[config.mk]
export PLATFORM = sky130hd
export DESIGN_NAME = dual_sar_reader
export DESIGN_NICKNAME = d
export VERILOG_FILES = /design/src/rtl/dsr_pkg.sv /design/src/rtl/dsr_wait_timer.sv /design/src/rtl/dsr_sclk_gen.sv /design/src/rtl/dsr_shift_rx.sv /design/src/rtl/dual_sar_reader.sv
export SDC_FILE = /design/constraint.sdc
export NUM_CORES = 1
export LEC_CHECK = 0
export ABC_AREA = 1
export BUFFER_PORTS_ARGS = -buffer_cell sky130_fd_sc_hd__buf_2
export CAP_MARGIN = 20
export CORE_AREA = 2 2 80 82
export DETAILED_ROUTE_END_ITERATION = 16
export DIE_AREA = 0 0 82 84
export GPL_TIMING_DRIVEN = 0
export PLACE_DENSITY = 0.82
export SLEW_MARGIN = 5
export SYNTH_ARGS = -nofsm -noshare
export SYNTH_HDL_FRONTEND = slang
export SYNTH_HIERARCHICAL = 1
export SYNTH_SLANG_ARGS = --single-unit
[constraint.sdc]
create_clock -name clk -period 2.58 [get_ports clk]
set_input_delay 0.129 -clock clk [delete_from_list [all_inputs] [get_ports clk]]
set_output_delay 0.129 -clock clk [all_outputs]
set_load 0.005 [all_outputs]
[src/rtl/dsr_pkg.sv]
package dsr_pkg;
  typedef enum logic [2:0] {
    S_IDLE = 3'd0,
    S_CONV = 3'd1,
    S_RD1  = 3'd2,
    S_GAP  = 3'd3,
    S_RD2  = 3'd4,
    S_FIN  = 3'd5
  } rd_state_t;
endpackage

[src/rtl/dsr_wait_timer.sv]
module dsr_wait_timer #(
  parameter int CONV_CYC = 40
) (
  input  logic clk,
  input  logic rst_n,
  input  logic load_i,
  output logic done_o
);
  localparam int CW = (CONV_CYC < 2) ? 1 : $clog2(CONV_CYC);
  localparam logic [CW-1:0] CNT_LAST = CW'(CONV_CYC - 1);

  logic [CW-1:0] cnt_q;
  logic          run_q;

  always_ff @(posedge clk or negedge rst_n) begin
    if (!rst_n) begin
      cnt_q <= '0;
      run_q <= 1'b0;
    end else if (load_i) begin
      cnt_q <= '0;
      run_q <= 1'b1;
    end else if (run_q) begin
      if (cnt_q == CNT_LAST) run_q <= 1'b0;
      else                   cnt_q <= cnt_q + 1'b1;
    end
  end

  assign done_o = run_q && (cnt_q == CNT_LAST);
endmodule

[src/rtl/dsr_sclk_gen.sv]
module dsr_sclk_gen #(
  parameter int DATA_W   = 16,
  parameter int SCLK_DIV = 4
) (
  input  logic clk,
  input  logic rst_n,
  input  logic run_i,
  output logic sclk_o,
  output logic smp_o,
  output logic last_o
);
  localparam int PW = $clog2(SCLK_DIV);
  localparam int BW = (DATA_W < 2) ? 1 : $clog2(DATA_W);
  localparam logic [PW-1:0] PH_RISE = PW'(SCLK_DIV / 2);
  localparam logic [PW-1:0] PH_END  = PW'(SCLK_DIV - 1);
  localparam logic [BW-1:0] BIT_END = BW'(DATA_W - 1);

  logic [PW-1:0] ph_q;
  logic [BW-1:0] bit_q;
  logic          sclk_q;

  always_ff @(posedge clk or negedge rst_n) begin
    if (!rst_n) begin
      ph_q   <= '0;
      bit_q  <= '0;
      sclk_q <= 1'b1;
    end else if (!run_i) begin
      ph_q   <= '0;
      bit_q  <= '0;
      sclk_q <= 1'b1;
    end else begin
      if (ph_q == '0)      sclk_q <= 1'b0;
      if (ph_q == PH_RISE) sclk_q <= 1'b1;
      if (ph_q == PH_END) begin
        ph_q  <= '0;
        bit_q <= (bit_q == BIT_END) ? '0 : bit_q + 1'b1;
      end else begin
        ph_q <= ph_q + 1'b1;
      end
    end
  end

  assign sclk_o = sclk_q;
  assign smp_o  = run_i && (ph_q == '0);
  assign last_o = run_i && (ph_q == PH_END) && (bit_q == BIT_END);
endmodule

[src/rtl/dsr_shift_rx.sv]
module dsr_shift_rx #(
  parameter int DATA_W = 16
) (
  input  logic              clk,
  input  logic              rst_n,
  input  logic              smp_i,
  input  logic              sdo_i,
  output logic [DATA_W-1:0] word_o
);
  logic [DATA_W-1:0] sh_q;

  always_ff @(posedge clk or negedge rst_n) begin
    if (!rst_n)     sh_q <= '0;
    else if (smp_i) sh_q <= {sh_q[DATA_W-2:0], sdo_i};
  end

  assign word_o = sh_q;
endmodule

[src/rtl/dual_sar_reader.sv]
module dual_sar_reader
  import dsr_pkg::*;
#(
  parameter int DATA_W   = 16,
  parameter int CONV_CYC = 40,
  parameter int SCLK_DIV = 4
) (
  input  logic              clk,
  input  logic              rst_n,
  input  logic              start_i,
  output logic              busy_o,
  output logic              cnv_o,
  output logic              cs1_n_o,
  output logic              cs2_n_o,
  output logic              sclk_o,
  input  logic              sdo_i,
  output logic [DATA_W-1:0] res1_o,
  output logic [DATA_W-1:0] res2_o,
  output logic              valid_o
);
  rd_state_t         st_q;
  logic              cnv_q, cs1_q, cs2_q, busy_q, valid_q;
  logic [DATA_W-1:0] hold1_q, res1_q, res2_q;
  logic              accept, t_done, run, smp, last;
  logic [DATA_W-1:0] word;

  assign accept = (st_q == S_IDLE) && start_i;
  assign run    = (st_q == S_RD1) || (st_q == S_RD2);

  dsr_wait_timer #(.CONV_CYC(CONV_CYC)) u_wait (
    .clk(clk), .rst_n(rst_n), .load_i(accept), .done_o(t_done)
  );

  dsr_sclk_gen #(.DATA_W(DATA_W), .SCLK_DIV(SCLK_DIV)) u_sclk (
    .clk(clk), .rst_n(rst_n), .run_i(run),
    .sclk_o(sclk_o), .smp_o(smp), .last_o(last)
  );

  dsr_shift_rx #(.DATA_W(DATA_W)) u_rx (
    .clk(clk), .rst_n(rst_n), .smp_i(smp), .sdo_i(sdo_i), .word_o(word)
  );

  always_ff @(posedge clk or negedge rst_n) begin
    if (!rst_n) begin
      st_q    <= S_IDLE;
      cnv_q   <= 1'b0;
      cs1_q   <= 1'b1;
      cs2_q   <= 1'b1;
      busy_q  <= 1'b0;
      valid_q <= 1'b0;
      hold1_q <= '0;
      res1_q  <= '0;
      res2_q  <= '0;
    end else begin
      valid_q <= 1'b0;
      unique case (st_q)
        S_IDLE: if (start_i) begin
          cnv_q  <= 1'b1;
          busy_q <= 1'b1;
          st_q   <= S_CONV;
        end
        S_CONV: if (t_done) begin
          cs1_q <= 1'b0;
          st_q  <= S_RD1;
        end
        S_RD1: if (last) begin
          cs1_q   <= 1'b1;
          hold1_q <= word;
          st_q    <= S_GAP;
        end
        S_GAP: begin
          cs2_q <= 1'b0;
          st_q  <= S_RD2;
        end
        S_RD2: if (last) begin
          cs2_q <= 1'b1;
          st_q  <= S_FIN;
        end
        S_FIN: begin
          res1_q  <= hold1_q;
          res2_q  <= word;
          valid_q <= 1'b1;
          cnv_q   <= 1'b0;
          busy_q  <= 1'b0;
          st_q    <= S_IDLE;
        end
        default: st_q <= S_IDLE;
      endcase
    end
  end

  assign busy_o  = busy_q;
  assign cnv_o   = cnv_q;
  assign cs1_n_o = cs1_q;
  assign cs2_n_o = cs2_q;
  assign res1_o  = res1_q;
  assign res2_o  = res2_q;
  assign valid_o = valid_q;
endmodule

## After elaboration in Yosys (flattened, before gate mapping)

Cells that the tools add are included.

- Register bits after elaboration: 85
- Word-level logic and storage cells: 77
- Output and inout port bits: 38
- Bits in read-only memories: 0
- Memories: 0
- Input port bits: 4
- RAM bits: 0
- Bits in latches: 0

- Eq/ne operators: 16
- Divide/modulo/power cells: 0
- Bitwise logic cells: 0
- Order comparisons: 0
- Add/subtract/negate cells: 3
- Multiplexer cells: 26
- Reductions and logical operators: 18
- Shifts and indexed selects: 0
- Multipliers: 0

Operators with widths:

| operator | count |
|---|---|
| 6-bit 2-to-1 mux | 3 |
| 3-bit one-hot mux with 5 select lines | 1 |
| 3-bit 2-to-1 mux | 4 |
| 4-bit 2-to-1 mux | 3 |
| 2-bit != test, second input constant | 6 |
| 1-bit 2-to-1 mux | 10 |
| 2-bit AND reduction | 4 |
| 2-bit nonzero test | 4 |
| 6-bit by 1-bit adder with 6-bit output, second input constant | 1 |
| 3-bit by 2-bit == test with 1-bit output, second input constant | 2 |
| 3-bit == test, second input constant | 2 |
| 6-bit == test, second input constant | 1 |
| 1-bit one-hot mux with 2 select lines | 3 |
| 1-bit logical AND | 5 |
| 4-bit by 1-bit adder with 4-bit output, second input constant | 1 |
| 2-bit == test, second input constant | 2 |
| 4-bit == test, second input constant | 1 |
| 2-bit 2-to-1 mux | 2 |
| 4-bit AND reduction | 1 |
| 3-bit by 1-bit == test with 1-bit output, second input constant | 1 |
| 3-bit logical NOT | 1 |
| 3-bit != test, second input constant | 1 |
| 3-bit AND reduction | 1 |
| 2-bit by 1-bit adder with 2-bit output, second input constant | 1 |
| 2 further kinds | 2 |

## Depth between registers and ports, before layout

- Word-level depth: 6
- Mapped depth: 11
- Gate-level depth less buffers: 11

## Cells and area by module

Netlist, hierarchy kept.

Modules (own cells, without submodules):

| module | area an instance (um^2) | times used | cells an instance | seq. area each (um^2) |
|---|---|---|---|---|
| dual_sar_reader | 2155.8 | 1 | 230 | 1378.8 |
| dsr_shift_rx | 684.4 | 1 | 68 | 400.4 |
| dsr_wait_timer | 411.6 | 1 | 51 | 175.2 |
| dsr_sclk_gen | 377.9 | 1 | 45 | 176.4 |

## Least setup slack after synthesis

Ideal clock, no wire load.

- Path kind: reg-to-reg
- Start point: register st_q[1]
- End point: register hold1_q[10]
- Path buffers: 1
- Arrival: 1.502 ns
- Library setup time: 0.121 ns
- Data required time: 2.459 ns
- Slack: 0.957 ns
- Period minus slack after synthesis: 1.623 ns
- Cell stages (with the launch flop): 10
- Cell sequence: dfrtp_1 -> nor2_1 -> nand2_1 -> nand2_1 -> nand2_2 -> nor2_1 -> nand3_2 -> inv_2 -> buf_4 -> o21ai_1

- Word-level cells in the longest chain between the ends: 5

Ends and longest elaborated chain:

| what | line | source |
|---|---|---|
| start, declared | dual_sar_reader.sv:21 | `rd_state_t st_q;` |
| start signal, assigned | dual_sar_reader.sv:45 | `st_q <= S_IDLE;` |
| start signal, assigned | dual_sar_reader.sv:60 | `st_q <= S_CONV;` |
| start signal, assigned | dual_sar_reader.sv:64 | `st_q <= S_RD1;` |
| 3-bit by 2-bit == test with 1-bit output or 3-bit == test (tied branches) | dual_sar_reader.sv:28 | `assign run = (st_q == S_RD1) \|\| (st_q == S_RD2);` |
| 1-bit logical OR * | dual_sar_reader.sv:28 |  |
| net run | dual_sar_reader.sv:24 | `logic accept, t_done, run, smp, last;` |
| 1-bit logical AND * (2 in series) | dsr_sclk_gen.sv:45 | `assign last_o = run_i && (ph_q == PH_END) && (bit_q == BIT_END);` |
| net last | dual_sar_reader.sv:24 |  |
| 2-bit AND reduction (no line) * | n/a |  |
| end signal, assigned | dual_sar_reader.sv:68 | `hold1_q <= word;` |
| end, declared | dual_sar_reader.sv:23 | `logic [DATA_W-1:0] hold1_q, res1_q, res2_q;` |

Mark *: on every way through the listed nets, which the timed path passes. The rest lies on a longest branch.
A chain may end at the register's enable or synchronous reset.

## Worst setup path after layout

Ends and elaborated chain as after synthesis.

==> metrics.txt <==
# TYPE chip_impl_metric gauge
chip_impl_info{name="cp-start-kind",value="flip-flop"} 1
chip_impl_metric{name="placement.io_buffers",unit=""} 41
chip_impl_metric{name="final_net_count",unit=""} 458
chip_impl_metric{name="routabilityCongestion",unit=""} 0.781
chip_impl_metric{name="final.period_utilization",unit="%"} 78.7
chip_impl_info{name="combinational_family_with_the_most_area_after_synthesis",value="simple AND/OR/NAND/NOR gates"} 1
chip_impl_metric{name="worst_ep_required_time",unit="ns"} 2.83
chip_impl_metric{name="maxClockFrequency",unit="MHz"} 492
chip_impl_metric{name="ys_warn_count",unit=""} 6
chip_impl_info{name="reg2reg_to",value="hold1_q[10]"} 1
chip_impl_info{name="most_used_standard_cells_in_the_synthesized_netlist",value="sky130_fd_sc_hd__nand2_1, sky130_fd_sc_hd__dfrtp_1, sky130_fd_sc_hd__inv_1, sky130_fd_sc_hd__nand2_2, sky130_fd_sc_hd__o21ai_1"} 1
chip_impl_metric{name="cells_on_worst_reg2reg_path",unit=""} 9
chip_impl_metric{name="filler_cell_count",unit=""} 475
chip_impl_info{name="crit_start",value="st_q[1]"} 1
chip_impl_info{name="tritoncts",value="done"} 1
chip_impl_metric{name="pin_count_of_the_biggest_net_entering_global_routing",unit=""} 45
chip_impl_info{name="rsz0062_at_grt",value="false"} 1
chip_impl_info{name="synth_most_common_cell",value="sky130_fd_sc_hd__nand2_1"} 1
chip_impl_metric{name="synth_simple_gate_area_share",unit="%"} 25.0
chip_impl_info{name="type_of_element_capturing_the_critical_path",value="flip-flop"} 1
chip_impl_metric{name="post-route-min-period",unit="ns"} 2.03
chip_impl_info{name="synth_ff_type",value="sky130_fd_sc_hd__dfrtp_1"} 1
chip_impl_metric{name="clockBufferDepth",unit=""} 2
chip_impl_metric{name="rows",unit=""} 29
chip_impl_metric{name="worst-slew-pin-transition",unit="ns"} 0.529
chip_impl_metric{name="skew",unit="ns"} 0.0112
chip_impl_metric{name="post_synth_xor_area_fraction",unit="%"} 0.241
chip_impl_info{name="yosys.area.top_type",value="sky130_fd_sc_hd__dfrtp_1"} 1
chip_impl_metric{name="max_cap_viol_count",unit=""} 0
chip_impl_metric{name="power.density_cell_area",unit="mW/mm^2"} 579
chip_impl_metric{name="postSynthCellCount",unit=""} 394
chip_impl_metric{name="top_level_ports",unit=""} 42
chip_impl_metric{name="synth_seq_cells",unit=""} 85
chip_impl_info{name="min_delay_worst_endpoint",value="busy_o"} 1
chip_impl_metric{name="setup_viol_count_final",unit=""} 0
chip_impl_info{name="timing.hold.worst.start",value="start_i"} 1
chip_impl_metric{name="synth_enable_flop_cells",unit=""} 0
chip_impl_metric{name="post_synth_mux_area_share",unit="%"} 0
chip_impl_metric{name="first_global_vias",unit=""} 2703
chip_impl_metric{name="layout.cell_area.non_filler",unit="mm^2"} 0.00420
chip_impl_metric{name="grt_first_pass_wirelength",unit="um"} 12400
chip_impl_metric{name="drcViolationCount",unit=""} 0
chip_impl_metric{name="synth_fa_ha_area_share",unit="%"} 1.72
chip_impl_info{name="timing.rr.start",value="st_q[1]"} 1
chip_impl_metric{name="die_w",unit="um"} 82
chip_impl_metric{name="cp_max_fo",unit=""} 10
chip_impl_metric{name="cts.repair_timing.setup_buffer_count",unit=""} 0
chip_impl_metric{name="synth_area_per_cell",unit="um^2"} 9.21
chip_impl_metric{name="synth.top_cell.area_share",unit="%"} 56.5
chip_impl_info{name="hp-class",value="primary input to flip-flop"} 1
chip_impl_metric{name="max-vdd-ir-drop",unit="V"} 0.000382
chip_impl_metric{name="ratio_of_cells_with_drive_above_1_in_the_final_layout",unit="%"} 25.1
chip_impl_metric{name="netlist_area",unit="mm^2"} 0.00363
chip_impl_metric{name="placeableCoreArea",unit="mm^2"} 0.00610
chip_impl_metric{name="power.static_leakage",unit="uW"} 0.00228
chip_impl_metric{name="first_iter_violations",unit=""} 116
chip_impl_metric{name="routed_via_density",unit=""} 5.09
chip_impl_metric{name="initial_utilization",unit="%"} 59.5
chip_impl_metric{name="drt_wl_total",unit="um"} 7140
chip_impl_metric{name="area_delta_synth_final",unit="%"} 15.7
chip_impl_metric{name="via_total_after_detailed_routing",unit=""} 2703
chip_impl_metric{name="antenna_found_initial",unit=""} 0
chip_impl_metric{name="synth.net_count",unit=""} 403
chip_impl_metric{name="postSynth.asyncResetShare",unit="%"} 100
chip_impl_info{name="outcome",value="completed"} 1
chip_impl_metric{name="dieArea",unit="mm^2"} 0.00689
chip_impl_metric{name="fin_util",unit="%"} 68.9
chip_impl_metric{name="cts_buffers",unit=""} 9
chip_impl_info{name="clock_tree.root_cell",value="sky130_fd_sc_hd__clkbuf_8"} 1
chip_impl_info{name="setup_crit_path_kind",value="flip-flop to flip-flop"} 1
chip_impl_metric{name="slew_headroom",unit="%"} 64.7
chip_impl_metric{name="routedWlPerCell",unit="um"} 13.4
chip_impl_metric{name="drt-pass1-iter-count",unit=""} 4
chip_impl_metric{name="grt_use_total",unit="%"} 23.7
chip_impl_metric{name="drv_slew",unit=""} 0
chip_impl_metric{name="area_fraction_in_compound_gates_after_synthesis",unit="%"} 6.14
chip_impl_metric{name="chipHeight",unit="um"} 84
chip_impl_metric{name="htree_levels",unit=""} 3
chip_impl_metric{name="dpl.hpwl",unit="um"} 4940
chip_impl_metric{name="cp.arrival",unit="ns"} 2.28
chip_impl_info{name="post_synth_main_area_contributors",value="sky130_fd_sc_hd__dfrtp_1, sky130_fd_sc_hd__nand2_1, sky130_fd_sc_hd__nand2_2"} 1
chip_impl_metric{name="clk-insertion-delay-late",unit="ns"} 0.36
chip_impl_metric{name="ant_nets",unit=""} 0
chip_impl_metric{name="ys_seq_area_share",unit="%"} 58.7
chip_impl_metric{name="grt.overflow.total",unit=""} 0
chip_impl_metric{name="ys_types",unit=""} 28
chip_impl_metric{name="register_to_register_setup_slack",unit="ns"} 0.55
chip_impl_metric{name="clkSlewWorstSetupHoldPaths",unit="ns"} 0.09
chip_impl_metric{name="antenna_cells_inserted",unit=""} 0
chip_impl_metric{name="clkSinkCount",unit=""} 85
chip_impl_metric{name="detailed_place.area",unit="mm^2"} 0.00395
chip_impl_metric{name="finalSetupTns",unit="ns"} 0
chip_impl_metric{name="hold_viol",unit=""} 0
chip_impl_metric{name="hold_depth",unit=""} 3
[per-stage QoR]
| stage | setup WS (ns) | hold WS (ns) | instances | total power (uW) |
|---|---|---|---|---|
| global placement | 0.708 | 0.335 | 512 | 1390 |
| CTS | 0.573 | 0.0485 | 531 | 2450 |
| detailed placement | 0.623 | 0.147 | 513 | 1390 |
| global route | 0.366 | 0.0773 | 531 | 2510 |
| floorplan | 0.957 | -0.167 | 394 | 1360 |
| finish | 0.549 | 0.0505 | 531 | 2430 |
[sequential cells by signal (all words and copies together), names as in the netlist]
signal and cells:
u_rx/word_o 16, cs2_n_o 1, busy_o 1, st_q 3, res1_o 16, valid_o 1
u_wait/cnt_q 6, cs1_n_o 1, hold1_q 16, u_sclk/ph_q 2, u_sclk/bit_q 4, u_wait/run_q 1
res2_o 16, u_sclk/sclk_o 1
[power by group]
part           switching, uW  total (uW)  internal, uW  leakage (uW)
logic                   25.8        33.2          7.32       0.00101
clock network            510        1070           559      0.000111
registers                  0        1330          1330       0.00116
[cells in the final DEF (no fill, tap or decap)]
cell type / netlist / final
sky130_fd_sc_hd__nand2_1: 149 / 149
sky130_fd_sc_hd__dfrtp_1: 82 / 82
sky130_fd_sc_hd__buf_2: 2 / 42
sky130_fd_sc_hd__inv_1: 37 / 37
sky130_fd_sc_hd__nand2_2: 24 / 24
sky130_fd_sc_hd__o21ai_1: 19 / 19
sky130_fd_sc_hd__o21ai_0: 16 / 16
sky130_fd_sc_hd__nand3_1: 13 / 13
sky130_fd_sc_hd__clkbuf_8: 0 / 9
sky130_fd_sc_hd__nor2_1: 6 / 6
sky130_fd_sc_hd__buf_6: 6 / 6
sky130_fd_sc_hd__inv_2: 5 / 5
sky130_fd_sc_hd__ha_1: 5 / 5
sky130_fd_sc_hd__nor2_4: 4 / 4
sky130_fd_sc_hd__buf_4: 3 / 4
sky130_fd_sc_hd__inv_6: 0 / 4
sky130_fd_sc_hd__nand4_1: 4 / 4
sky130_fd_sc_hd__a21oi_1: 3 / 3
sky130_fd_sc_hd__dfstp_2: 3 / 3
sky130_fd_sc_hd__nand3_2: 2 / 2
sky130_fd_sc_hd__bufinv_16: 0 / 2
sky130_fd_sc_hd__dlygate4sd3_1: 0 / 2
sky130_fd_sc_hd__buf_12: 1 / 2
sky130_fd_sc_hd__nor2_2: 2 / 2
sky130_fd_sc_hd__clkbuf_2: 1 / 1
sky130_fd_sc_hd__nand3b_1: 1 / 1
sky130_fd_sc_hd__clkinvlp_4: 0 / 1
sky130_fd_sc_hd__inv_8: 1 / 1
sky130_fd_sc_hd__clkinv_1: 1 / 1
sky130_fd_sc_hd__a21oi_4: 1 / 1
sky130_fd_sc_hd__a21o_2: 1 / 1
sky130_fd_sc_hd__o21bai_1: 1 / 1
sky130_fd_sc_hd__xor2_1: 1 / 1
[what timing repair did]
action / in CTS / in global routing
hold endpoints to repair: 40 / 0
hold buffers: 2 / 0
gates resized for setup: 0 / 0
[critical path, stage by stage (launching register included)]
cell and delay [ns]:
sky130_fd_sc_hd__dfrtp_1 0.45, sky130_fd_sc_hd__nor2_1 0.21, sky130_fd_sc_hd__nand2_1 0.12, sky130_fd_sc_hd__nand2_1 0.23, sky130_fd_sc_hd__nand2_2 0.10, sky130_fd_sc_hd__nor2_1 0.24
sky130_fd_sc_hd__nand3_2 0.18, sky130_fd_sc_hd__inv_2 0.12, sky130_fd_sc_hd__buf_4 0.19, sky130_fd_sc_hd__o21ai_1 0.08
[cell type report]
class / instances / area [um^2] / share of cell area [%]
Buffer: 13 / 125 / 2.98
Clock buffer: 9 / 124 / 2.95
Clock inverter: 7 / 103 / 2.44
Inverter: 44 / 173 / 4.11
Multi-Input combinational cell: 252 / 1200 / 28.6
Sequential cell: 85 / 2130 / 50.7
Tap cell: 77 / 96.3 / 2.29
Timing Repair Buffer: 44 / 248 / 5.90
[layer usage]
metal,vias up,global-route usage (%),routed length [um]
met5,-,0,0
met2,55,36.4,3410
met4,0,10.8,175
li1,1323,-,-
met1,1307,33.2,3270
met3,18,3.68,288
[cell families (layout without fill, tap and decap cells)]
group | Yosys count | after routing
DFF | 85 | 85
adders and majority gates | 5 | 5
xor gates and xnor gates | 1 | 1
buffers and inverters | 57 | 117
AOI/OAI and AO/OA | 41 | 41
and+or+nand+nor | 205 | 205
[worst max-delay path by stage]
stage / to
floorplan: hold1_q[10]
global placement: hold1_q[7]
detailed placement: hold1_q[11]
CTS: hold1_q[4]
global route: hold1_q[4]
finish: hold1_q[10]
Power figures use the tool's default switching activity.
